<file path="src/rtl/usi_pkg.sv">
package usi_pkg;
    localparam int DATA_W    = 32;
    localparam int ADDR_W    = 8;
    localparam int N_ERR     = 4;
    localparam int N_RX_ERR  = 3;
    localparam int N_IRQ     = 4;
    localparam int IRQ_ERR   = 2;

    // flag / check-enable bit positions: parity, framing, rx overrun, tx overrun
    localparam int ERR_POS [N_ERR] = '{16, 17, 19, 20};
    // action-word bits that clear each flag, same order
    localparam int ERR_CLR [N_ERR] = '{2, 3, 5, 6};
    localparam int ACT_CLR_REN = 0;
    localparam int ACT_SET_REN = 1;

    typedef enum logic [ADDR_W-1:0] {
        OFS_CTRL  = 8'h00,
        OFS_FLAGS = 8'h04,
        OFS_ACT   = 8'h08,
        OFS_IEN   = 8'h0C,
        OFS_ICLR  = 8'h10,
        OFS_IPEND = 8'h14
    } reg_ofs_e;
endpackage

</file>
<file path="src/rtl/usi_cfg_regs.sv">
module usi_cfg_regs
    import usi_pkg::*;
#(
    parameter int NE = N_ERR,
    parameter int NI = N_IRQ
) (
    input  logic          clk,
    input  logic          rst_n,
    input  logic          wr_ctrl,
    input  logic          wr_ien,
    input  logic [NE-1:0] chk_d,
    input  logic [NI-1:0] ien_d,
    output logic [NE-1:0] chk_en,
    output logic [NI-1:0] irq_en
);
    always_ff @(posedge clk or negedge rst_n) begin
        if (!rst_n)       chk_en <= '0;
        else if (wr_ctrl) chk_en <= chk_d;
    end

    always_ff @(posedge clk or negedge rst_n) begin
        if (!rst_n)      irq_en <= '0;
        else if (wr_ien) irq_en <= ien_d;
    end
endmodule

</file>
<file path="src/rtl/usi_err_flags.sv">
module usi_err_flags
    import usi_pkg::*;
#(
    parameter int NE  = N_ERR,
    parameter int NRX = N_RX_ERR
) (
    input  logic          clk,
    input  logic          rst_n,
    input  logic [NE-1:0] err_ev,
    input  logic [NE-1:0] chk_en,
    input  logic [NE-1:0] clr,
    input  logic          set_ren,
    input  logic          clr_ren,
    output logic [NE-1:0] flags,
    output logic          rx_en,
    output logic          err_hit
);
    logic [NE-1:0] hit;

    always_ff @(posedge clk or negedge rst_n) begin
        if (!rst_n)       rx_en <= 1'b0;
        else if (set_ren) rx_en <= 1'b1;
        else if (clr_ren) rx_en <= 1'b0;
    end

    for (genvar g = 0; g < NE; g++) begin : g_flag
        if (g < NRX) begin : g_rx
            assign hit[g] = err_ev[g] & chk_en[g] & rx_en;
        end else begin : g_tx
            assign hit[g] = err_ev[g] & chk_en[g];
        end

        always_ff @(posedge clk or negedge rst_n) begin
            if (!rst_n)      flags[g] <= 1'b0;
            else if (hit[g]) flags[g] <= 1'b1;
            else if (clr[g]) flags[g] <= 1'b0;
        end
    end

    assign err_hit = |hit;
endmodule

</file>
<file path="src/rtl/usi_irq_pend.sv">
module usi_irq_pend
    import usi_pkg::*;
#(
    parameter int NI = N_IRQ
) (
    input  logic          clk,
    input  logic          rst_n,
    input  logic [NI-1:0] ev,
    input  logic [NI-1:0] clr,
    input  logic [NI-1:0] en,
    output logic [NI-1:0] pend,
    output logic [NI-1:0] irq
);
    for (genvar g = 0; g < NI; g++) begin : g_src
        always_ff @(posedge clk or negedge rst_n) begin
            if (!rst_n)      pend[g] <= 1'b0;
            else if (ev[g])  pend[g] <= 1'b1;
            else if (clr[g]) pend[g] <= 1'b0;
        end
        assign irq[g] = pend[g] & en[g];
    end
endmodule

</file>
<file path="src/rtl/usi_top.sv">
module usi_top
    import usi_pkg::*;
(
    input  logic              clk,
    input  logic              rst_n,
    input  logic [ADDR_W-1:0] reg_addr,
    input  logic              reg_wr,
    input  logic [DATA_W-1:0] reg_wdata,
    output logic [DATA_W-1:0] reg_rdata,
    input  logic              ev_par_err,
    input  logic              ev_frm_err,
    input  logic              ev_rx_ovr,
    input  logic              ev_tx_ovr,
    input  logic              ev_tx_done,
    input  logic              ev_rx_ready,
    input  logic              ev_txbuf_free,
    output logic              rx_enable,
    output logic              irq_tx,
    output logic              irq_rx,
    output logic              irq_err,
    output logic              irq_txbuf
);
    logic              wr_ctrl, wr_act, wr_ien, wr_iclr;
    logic [N_ERR-1:0]  chk_d, act_clr, chk_en, flags;
    logic [N_IRQ-1:0]  irq_en, pend, irq_vec, irq_ev, iclr;
    logic              err_hit;
    logic              unused_wdata;

    assign wr_ctrl = reg_wr && (reg_addr == OFS_CTRL);
    assign wr_act  = reg_wr && (reg_addr == OFS_ACT);
    assign wr_ien  = reg_wr && (reg_addr == OFS_IEN);
    assign wr_iclr = reg_wr && (reg_addr == OFS_ICLR);

    for (genvar g = 0; g < N_ERR; g++) begin : g_wd
        assign chk_d[g]   = reg_wdata[ERR_POS[g]];
        assign act_clr[g] = wr_act & reg_wdata[ERR_CLR[g]];
    end

    assign iclr         = {N_IRQ{wr_iclr}} & reg_wdata[N_IRQ-1:0];
    assign unused_wdata = ^reg_wdata;

    usi_cfg_regs #(.NE(N_ERR), .NI(N_IRQ)) cfg_i (
        .clk     (clk),
        .rst_n   (rst_n),
        .wr_ctrl (wr_ctrl),
        .wr_ien  (wr_ien),
        .chk_d   (chk_d),
        .ien_d   (reg_wdata[N_IRQ-1:0]),
        .chk_en  (chk_en),
        .irq_en  (irq_en)
    );

    usi_err_flags #(.NE(N_ERR), .NRX(N_RX_ERR)) err_i (
        .clk     (clk),
        .rst_n   (rst_n),
        .err_ev  ({ev_tx_ovr, ev_rx_ovr, ev_frm_err, ev_par_err}),
        .chk_en  (chk_en),
        .clr     (act_clr),
        .set_ren (wr_act & reg_wdata[ACT_SET_REN]),
        .clr_ren (wr_act & reg_wdata[ACT_CLR_REN]),
        .flags   (flags),
        .rx_en   (rx_enable),
        .err_hit (err_hit)
    );

    assign irq_ev = {ev_txbuf_free, err_hit, ev_rx_ready, ev_tx_done};

    usi_irq_pend #(.NI(N_IRQ)) irq_i (
        .clk   (clk),
        .rst_n (rst_n),
        .ev    (irq_ev),
        .clr   (iclr),
        .en    (irq_en),
        .pend  (pend),
        .irq   (irq_vec)
    );

    assign irq_tx    = irq_vec[0];
    assign irq_rx    = irq_vec[1];
    assign irq_err   = irq_vec[IRQ_ERR];
    assign irq_txbuf = irq_vec[3];

    always_comb begin
        reg_rdata = '0;
        unique case (reg_addr)
            OFS_CTRL: begin
                for (int i = 0; i < N_ERR; i++) reg_rdata[ERR_POS[i]] = chk_en[i];
            end
            OFS_FLAGS: begin
                reg_rdata[0] = rx_enable;
                for (int i = 0; i < N_ERR; i++) reg_rdata[ERR_POS[i]] = flags[i];
            end
            OFS_IEN:   reg_rdata[N_IRQ-1:0] = irq_en;
            OFS_IPEND: reg_rdata[N_IRQ-1:0] = pend;
            default:   reg_rdata = '0;
        endcase
    end
endmodule

</file>
<file path="config.mk">
export PLATFORM = sky130hd
export DESIGN_NAME = usi_top
export DESIGN_NICKNAME = d
export VERILOG_FILES = /design/src/rtl/usi_pkg.sv /design/src/rtl/usi_cfg_regs.sv /design/src/rtl/usi_err_flags.sv /design/src/rtl/usi_irq_pend.sv /design/src/rtl/usi_top.sv
export SDC_FILE = /design/constraint.sdc
export NUM_CORES = 1
export LEC_CHECK = 0
export CORE_MARGIN = 8
export CORE_UTILIZATION = 31
export CTS_BUF_LIST = sky130_fd_sc_hd__clkbuf_4
export DETAILED_ROUTE_END_ITERATION = 16
export PLACE_DENSITY = 0.79
export SKIP_CTS_REPAIR_TIMING = 1
export SKIP_LAST_GASP = 1
export SYNTH_ARGS = -nofsm -noshare
export SYNTH_HDL_FRONTEND = slang
export SYNTH_SLANG_ARGS = --single-unit
</file>
<file path="constraint.sdc">
create_clock -name clk -period 1.02 [get_ports clk]
set_input_delay 0.102 -clock clk [delete_from_list [all_inputs] [get_ports clk]]
set_output_delay 0.102 -clock clk [all_outputs]
set_load 0.05 [all_outputs]
</file>
# Yosys cells after proc, flatten, opt, wreduce, memory -nomap -nowiden
# Index checks and enable logic that the tools add are counted.
[classes]
eq_ne = 5
muxes = 22
bitwise_logic = 18
reduce_logical = 15
[ops]
columns = ["cell", "count"]
rows = [
  ["$mux 1", 18],
  ["$reduce_bool 2->1", 9],
  ["$and 1x1->1", 17],
  ["$eq 8x4->1 const B", 2],
  ["$eq 8x5->1 const B", 2],
  ["$eq 8x3->1 const B", 1],
  ["$logic_not 8->1", 1],
  ["$pmux 2 s2", 2],
  ["$pmux 3 s2", 1],
  ["$and 4x4->4", 1],
  ["$logic_and 1x1->1", 4],
  ["$reduce_or 4->1", 1],
  ["$pmux 1 s3", 1],
]
[totals]
reg_bits = 17
in_bits = 50
output_inout_bits = 37
elab_cells = 71

# Depth between registers and ports, before layout
# Gate-level depths: netlist (run 1).
[depth]
word_depth = 5
depth_mapped = 3

# Modules after synthesis
# A second synthesis (run 1) with hierarchy kept.
[hier_totals]
cells_unflattened = 123
hier_area_um2 = 1138.6
[by_module_without_submodules]
columns = ["module", "n_inst", "cells_each", "area_per_inst_um2", "seq_area_each_um2"]
rows = [
  ["usi_top", 1, 70, 473.0, 0.0],
  ["usi_cfg_regs", 1, 16, 290.3, 200.2],
  ["usi_err_flags", 1, 21, 205.2, 125.1],
  ["usi_irq_pend", 1, 16, 170.2, 100.1],
]

# Worst setup path after synthesis (run 1)
# No wires, ideal clock.
[synth_path]
kind = "input to output"
start = "input reg_addr[7]"
end = "output reg_rdata[0]"
t_arrival_ns = 1.236
t_required_ns = 0.918
setup_slack_ns = -0.318
path_stages = 3
cell_sequence = "nor4_4 -> and4_1 -> a221o_1"
[synth_via]
elab_chain_len = 2
[synth_rtl]
columns = ["item", "line_no", "source"]
rows = [
  ["from (decl)", "usi_top.sv:6", "input logic [ADDR_W-1:0] reg_addr,"],
  ["$eq 8x5->1 (tied with other cells)", "usi_top.sv:85", "unique case (reg_addr)"],
  ["$pmux 1 s3 (*)", "usi_top.sv:85", ""],
  ["to (decl)", "usi_top.sv:9", "output logic [DATA_W-1:0] reg_rdata,"],
]
# Every way passes the cells marked *; elsewhere a longest branch is shown, timed or not.

# Final worst setup path (run 1)
[layout_path]
start = "register irq_i.pend[0]"
end = "output reg_rdata[0]"
[layout_via]
elab_chain_len = 1
[layout_rtl]
columns = ["item", "line_no", "source"]
rows = [
  ["from (decl)", "usi_irq_pend.sv:11", "output logic [NI-1:0] pend,"],
  ["from (signal, indexed assignment)", "usi_irq_pend.sv:16", "if (!rst_n) pend[g] <= 1'b0;"],
  ["from (signal, indexed assignment)", "usi_irq_pend.sv:17", "else if (ev[g]) pend[g] <= 1'b1;"],
  ["from (signal, indexed assignment)", "usi_irq_pend.sv:18", "else if (clr[g]) pend[g] <= 1'b0;"],
  ["$pmux 1 s3", "usi_top.sv:85", ""],
]
# No other way between the ends.

==> qor.csv, run 1 <==
metric,value,unit
status,finished with violations,
violations,setup timing,
fin_crit_sh,1.469,
cts_inserted_buffers,3,
n_antenna_cell,0,
synth_async_sr_flop_share,1.000,
p_per_area,879.9,nW/µm²
cp.buffers_inverters,1,
netlist_area_pre_place,1109,µm²
postSynthRegisterBits,17,
wl_per_cell,17.53,µm
yosysMostFrequentCell,sky130_fd_sc_hd__buf_4,
synth_cells,105,
grt_pass1_vias,1073,
final_nets,232,
ys.flop_type,sky130_fd_sc_hd__dfrtp_1,
antenna_found_initial,0,
rsz_0062_raised_after_global_routing,true,
port_buffers,40,
via_count,1120,
worst_setup_hold_path_clk_slew,120,ps
netlist.top_cell.by_area,sky130_fd_sc_hd__dfrtp_1,
die_y,75.80,µm
worst_path_max_delay_cell,sky130_fd_sc_hd__dfrtp_1,
routed_via_density,4.934,
start_util,0.3271,
report.power.total,1.793,mW
layout-drive-gt1-share,0.4696,
grt_overflow,0,
final_setup_vio_count,26,
multi_input_gate_area_in_the_final_layout,689.4,µm²
critical_path_peak_fanout,2,
ys.warnings.count,0,
shortest_period_the_worst_path_allows,1498,ps
fp.dieArea,5746,µm²
detailedRoute.firstIterationViolations,53,
cts_buffer_depth,2,
critical_path_arrival,1400,ps
drv_cap,0,
final_antenna_net_count,0,
rows,21,
finalNonFillerCells,227,
layout.area.seq,426.7,µm²
boundaryPins,87,
min_path_type,in -> async,
end_kind,primary output,
setup_ws,-478.0,ps
report.final.hold_viol_count,0,
latest_clock_arrival_within_the_worst_skew_pair,310,ps
layout.filler_cells,252,
gr-usage-all-layers,0.1132,
dp.cells,212,
area_delta_synth_final,83.86,%
tritoncts,done,
synth_largest_type_area_fraction,0.3837,
grt_start_max_net_pins,18,
avgSynthCellArea,10.56,µm²
final-max-slew-violation-count,0,
critical_path_startpoint_category,flop,
die_x,75.80,µm
cellLeakagePower,1.019,nW
synth-edff-count,0,
drt_pre_antenna_iters,5,
worst_ir_drop_on_vdd,0.0006758,V
cts_max_level,1,
cp_top_family,flip-flops,
clock_sink_count,17,
clock.fmax,0.6676,GHz
timing.critical_path.required,920,ps
hold_ws,98.27,ps
clock_skew,11.81,ps
fp.coreArea,3390,µm²
crit_chain,"and4b_1, a221o_2, buf_12",
gp_congestion,0.7863,
post_synth_main_area_contributors,"sky130_fd_sc_hd__dfrtp_1 38%, sky130_fd_sc_hd__buf_4 16%, sky130_fd_sc_hd__mux2_2 8.1%, sky130_fd_sc_hd__a22o_1 6.3%, sky130_fd_sc_hd__nand4_1 2.8%",
grt_first_pass_wirelength,4836,µm
synth-seq-area-share,0.3837,
critical-path-max-stage-delay,400,ps
ys_top_cells_by_count,"24 x sky130_fd_sc_hd__buf_4, 17 x sky130_fd_sc_hd__dfrtp_1, 8 x sky130_fd_sc_hd__a22o_1, 8 x sky130_fd_sc_hd__mux2_2, 5 x sky130_fd_sc_hd__nand4_1",
root_buffer,sky130_fd_sc_hd__clkbuf_4,
synth.lib_cells_used.distinct,29,
route.final.wire_length,3979,µm
setup.worst_path.class,reg -> out,
hpwl,2832,µm
route.detailed.drc,0,
==> power by group <==
group / switching [mW] / leakage (nW) / internal, mW / total, mW
logic: 0.373 / 0.802 / 0.265 / 0.638
registers: 0.0457 / 0.199 / 0.722 / 0.768
clock network: 0.241 / 0.0177 / 0.146 / 0.388
total: 0.659 / 1.02 / 1.13 / 1.79
==> layer usage <==
metal / track usage / vias up / share of wire
li1: - / 497 / -
met1: 0.1113 / 532 / 0.35
met2: 0.2120 / 77 / 0.52
met3: 0.02895 / 14 / 0.095
met4: 0.05757 / 0 / 0.037
met5: 0 / - / 0
==> state kept, by name, summed over array words and instances, names as in the netlist <==
name / flops
cfg_i.chk_en: 4
cfg_i.irq_en: 4
err_i.flags: 4
irq_i.pend: 4
err_i.rx_en: 1
==> cell usage in the layout, fill, tap and decap left out, types with 2 or more instances in the layout <==
cell type	n
sky130_fd_sc_hd__inv_1	4
sky130_fd_sc_hd__o21ai_0	2
sky130_fd_sc_hd__o21ai_1	2
sky130_fd_sc_hd__nand3_1	2
sky130_fd_sc_hd__nor2_1	2
sky130_fd_sc_hd__dlymetal6s2s_1	6
sky130_fd_sc_hd__dfrtp_1	16
sky130_fd_sc_hd__and2_4	4
sky130_fd_sc_hd__mux2_2	7
sky130_fd_sc_hd__clkbuf_4	3
sky130_fd_sc_hd__nand4_1	5
sky130_fd_sc_hd__buf_6	5
sky130_fd_sc_hd__buf_12	14
sky130_fd_sc_hd__conb_1	24
sky130_fd_sc_hd__and3b_2	2
sky130_fd_sc_hd__clkdlybuf4s50_1	18
sky130_fd_sc_hd__a22o_4	7
sky130_fd_sc_hd__o21a_1	3
sky130_fd_sc_hd__buf_4	28
sky130_fd_sc_hd__a21o_1	4
==> layout make-up <==
cell class / instances / area share
multi-input combinational: 83 / 0.3382
timing repair buffer: 73 / 0.4033
clock buffer: 3 / 0.01105
inverter: 4 / 0.007366
sequential: 17 / 0.2093
clock inverter: 1 / 0.002455
tap: 46 / 0.02824
==> worst paths after layout <==
check | startpoint | to | slack (ps) | cells after the start
max in group asynchronous | rst_n | err_i.rx_en | 700 | 2
min reg2reg | irq_i.pend[2] | irq_i.pend[2] | 560 | 1
min in group clk | reg_addr[6] | irq_i.pend[3] | 280 | 5
min | rst_n | cfg_i.irq_en[1] | 100 | 2
max | irq_i.pend[0] | reg_rdata[0] | -480 | 3
max reg2reg | cfg_i.chk_en[2] | irq_i.pend[2] | -260 | 4
==> cells by family (layout without fill, tap and decap cells) <==
kind of cell / after synthesis / in the layout / synth area share
buffers and inverters: 28 / 81 / 0.1761
other: 1 / 24 / 0.003383
multiplexers: 8 / 8 / 0.08127
flip-flops: 17 / 17 / 0.3837
AND/OR/NAND/NOR: 28 / 28 / 0.1986
AO/OA/AOI/OAI: 23 / 23 / 0.1569
==> through the flow <==
stage | worst slack, ps | util | area [µm²] | setup TNS (ps)
CTS | -821.8 | 0.5330 | 1807 | -13240
finish | -478.0 | 0.6013 | 2038 | -5145
detailed placement | -819.6 | 0.5249 | 1779 | -17890
global placement | -715.3 | 0.5249 | 1779 | -16030
global route | -514.8 | 0.6013 | 2038 | -6587
floorplan | -179.2 | - | 1206 | -1631
Power figures use the tool's default switching activity.
==> run 2: changes to the inputs <==
Settings changed: ABC_AREA set to 1, CORE_UTILIZATION 31 to 32, PLACE_DENSITY 0.79 to 0.78.
==> run 2 against run 1 <==
Against the previous run: the run still ends with setup timing left; combinational power fell by 12%; clock power is 3% lower; maximum frequency is 25% higher; core utilization down 6.1 points; global-route usage down 0.69 points; critical path type unchanged; critical endpoint unchanged.
==> qor.csv, run 2 <==
metric,value,unit
status,finished with violations,
violations,setup timing,
cts_inserted_buffers,3,
route.final.wire_length,3338,µm
reg2reg_setup_slack,40,ps
report.final.hold_viol_count,0,
setup.worst_path.class,reg -> out,
avgSynthCellArea,7.453,µm²
worst_ir_drop_on_vdd,0.0004994,V
via_count,1171,
crit_startpoint,irq_i.pend[0],
synth_cells,163,
fp.dieArea,6024,µm²
ys.warnings.count,0,
layout.area.seq,426.7,µm²
gp_congestion,0.8097,
final_antenna_net_count,0,
postSynthRegisterBits,17,
routed_via_density,4.321,
p_per_area,863.5,nW/µm²
critical_path_arrival,1090,ps
min_path_type,in -> async,
placement.setup.worst_slack,-478.1,ps
drv_cap,0,
latest_clock_arrival_within_the_worst_skew_pair,300,ps
layout.filler_cells,337,
rsz_0062_raised_after_global_routing,true,
yosysMostFrequentCell,sky130_fd_sc_hd__nand2_1,
postLayoutCoreUtil,0.5407,
grt_start_max_net_pins,18,
root_buffer,sky130_fd_sc_hd__clkbuf_4,
layout-drive-gt1-share,0.3857,
end_kind,primary output,
drt_pre_antenna_iters,4,
synth_largest_type_area_fraction,0.3502,
final_setup_vio_count,13,
grt_first_pass_wirelength,5299,µm
critical_path_startpoint_category,flop,
cp_top_family,flip-flops,
crit_chain,"nand3_2, nand3_2, buf_12",
clock.fmax,0.8365,GHz
grt_overflow,0,
critical-path-max-stage-delay,440,ps
reg2reg_depth,5,
timing.rr.start,err_i.rx_en,
clock_skew,0.8100,ps
ys_top_cells_by_count,"61 x sky130_fd_sc_hd__nand2_1, 28 x sky130_fd_sc_hd__nand3_1, 24 x sky130_fd_sc_hd__buf_4, 17 x sky130_fd_sc_hd__dfrtp_1, 12 x sky130_fd_sc_hd__inv_1",
ys.flop_type,sky130_fd_sc_hd__dfrtp_1,
hold_ws,113.3,ps
grt_pass1_vias,1216,
cp.buffers_inverters,1,
cts_max_level,1,
gr-usage-all-layers,0.1063,
final-max-slew-violation-count,0,
rows,22,
multi_input_gate_area_in_the_final_layout,730.7,µm²
crit_path_frequent_cell,sky130_fd_sc_hd__nand3_2,
tritoncts,done,
switching_share,0.3815,
fp.coreArea,3661,µm²
post_synth_main_area_contributors,"sky130_fd_sc_hd__dfrtp_1 35%, sky130_fd_sc_hd__nand2_1 19%, sky130_fd_sc_hd__buf_4 15%, sky130_fd_sc_hd__nand3_1 12%, sky130_fd_sc_hd__inv_1 3.7%",
route.detailed.drc,0,
comb_power_share,0.327,
netlist.top_cell.by_area,sky130_fd_sc_hd__dfrtp_1,
critical_path_peak_fanout,3,
fin_crit_sh,1.172,
power.share.clock,0.221,
n_antenna_cell,0,
cellLeakagePower,1.068,nW
die_x,77.62,µm
boundaryPins,87,
finalInstanceArea,1979,µm²
start_util,0.3319,
hpwl,2654,µm
synth-seq-area-share,0.3502,
detailedRoute.firstIterationViolations,39,
worst_path_max_delay_cell,sky130_fd_sc_hd__dfrtp_1,
port_buffers,40,
area_delta_synth_final,62.92,%
layout.cells.most_common_list,"47 x sky130_fd_sc_hd__nand2_1, 24 x sky130_fd_sc_hd__conb_1, 19 x sky130_fd_sc_hd__nand3_1, 19 x sky130_fd_sc_hd__clkdlybuf4s50_1, 17 x sky130_fd_sc_hd__buf_4",
clock_sink_count,17,
most_common_cell_after_layout_fill_and_taps_aside,sky130_fd_sc_hd__nand2_1,
setup_ws,-175.4,ps
die_y,77.62,µm
total_switching_power,0.6520,mW
wl_per_cell,12.32,µm
power_frac_seq,0.452,
synth_async_sr_flop_share,1.000,
final_nets,274,
timing.critical_path.required,920,ps
cts_buffer_depth,2,
shortest_period_the_worst_path_allows,1195,ps
synth-edff-count,0,
power.internal,1.057,mW
worst_setup_hold_path_clk_slew,100,ps
detailed_place.area,1817,µm²
netlist_area_pre_place,1215,µm²
synth.lib_cells_used.distinct,18,
antenna_found_initial,0,
r2r_endpoint,irq_i.pend[2],
run 2: worst max-delay path by stage:
| stage | end | depth (start not counted) |
|---|---|---|
| finish | reg_rdata[0] | 3 |
| floorplan | irq_i.pend[2] | 5 |
| CTS | reg_rdata[0] | 7 |
| global placement | reg_rdata[0] | 7 |
| detailed placement | reg_rdata[16] | 7 |
| global route | reg_rdata[0] | 3 |
run 2: power by group through the flow:
stage / registers (mW) / clock network [mW] / logic (mW)
2_1_floorplan: 0.775 / 0 / 0.392
3_3_place_gp: 0.777 / 0 / 0.534
3_5_place_dp: 0.778 / 0 / 0.542
4_1_cts: 0.767 / 0.383 / 0.542
5_1_grt: 0.781 / 0.412 / 0.599
6_report: 0.773 / 0.377 / 0.559
run 2: stage by stage:
step | cells | power [mW] | TNS, ps
5_1_grt | 271 | 1.792 | -1981
4_1_cts | 265 | 1.692 | -5645
3_5_place_dp | 261 | 1.320 | -10660
2_1_floorplan | 186 | 1.167 | -7.856
6_report | 271 | 1.709 | -1327
3_3_place_gp | 261 | 1.311 | -9971
run 2: area by class of cell:
class / instances / share of cell area
clock buffer: 3 / 0.01138
tap: 48 / 0.03034
inverter: 14 / 0.02908
multi-input combinational: 129 / 0.3692
timing repair buffer: 59 / 0.3420
sequential: 17 / 0.2155
clock inverter: 1 / 0.002528
run 2: per-layer routing:
metal,part of all wire,global-route usage
met5,0,0
met4,0.031,0.06038
met3,0.049,0.02189
met2,0.52,0.1838
met1,0.40,0.1182
run 2: logic make-up (layout without fill, tap and decap cells):
kind of cell / count (synthesis) / in the layout / share of synthesized area
and+or+nand+nor: 105 / 105 / 0.4418
DFF: 17 / 17 / 0.3502
buffers and inverters: 40 / 77 / 0.2049
other: 1 / 24 / 0.003087
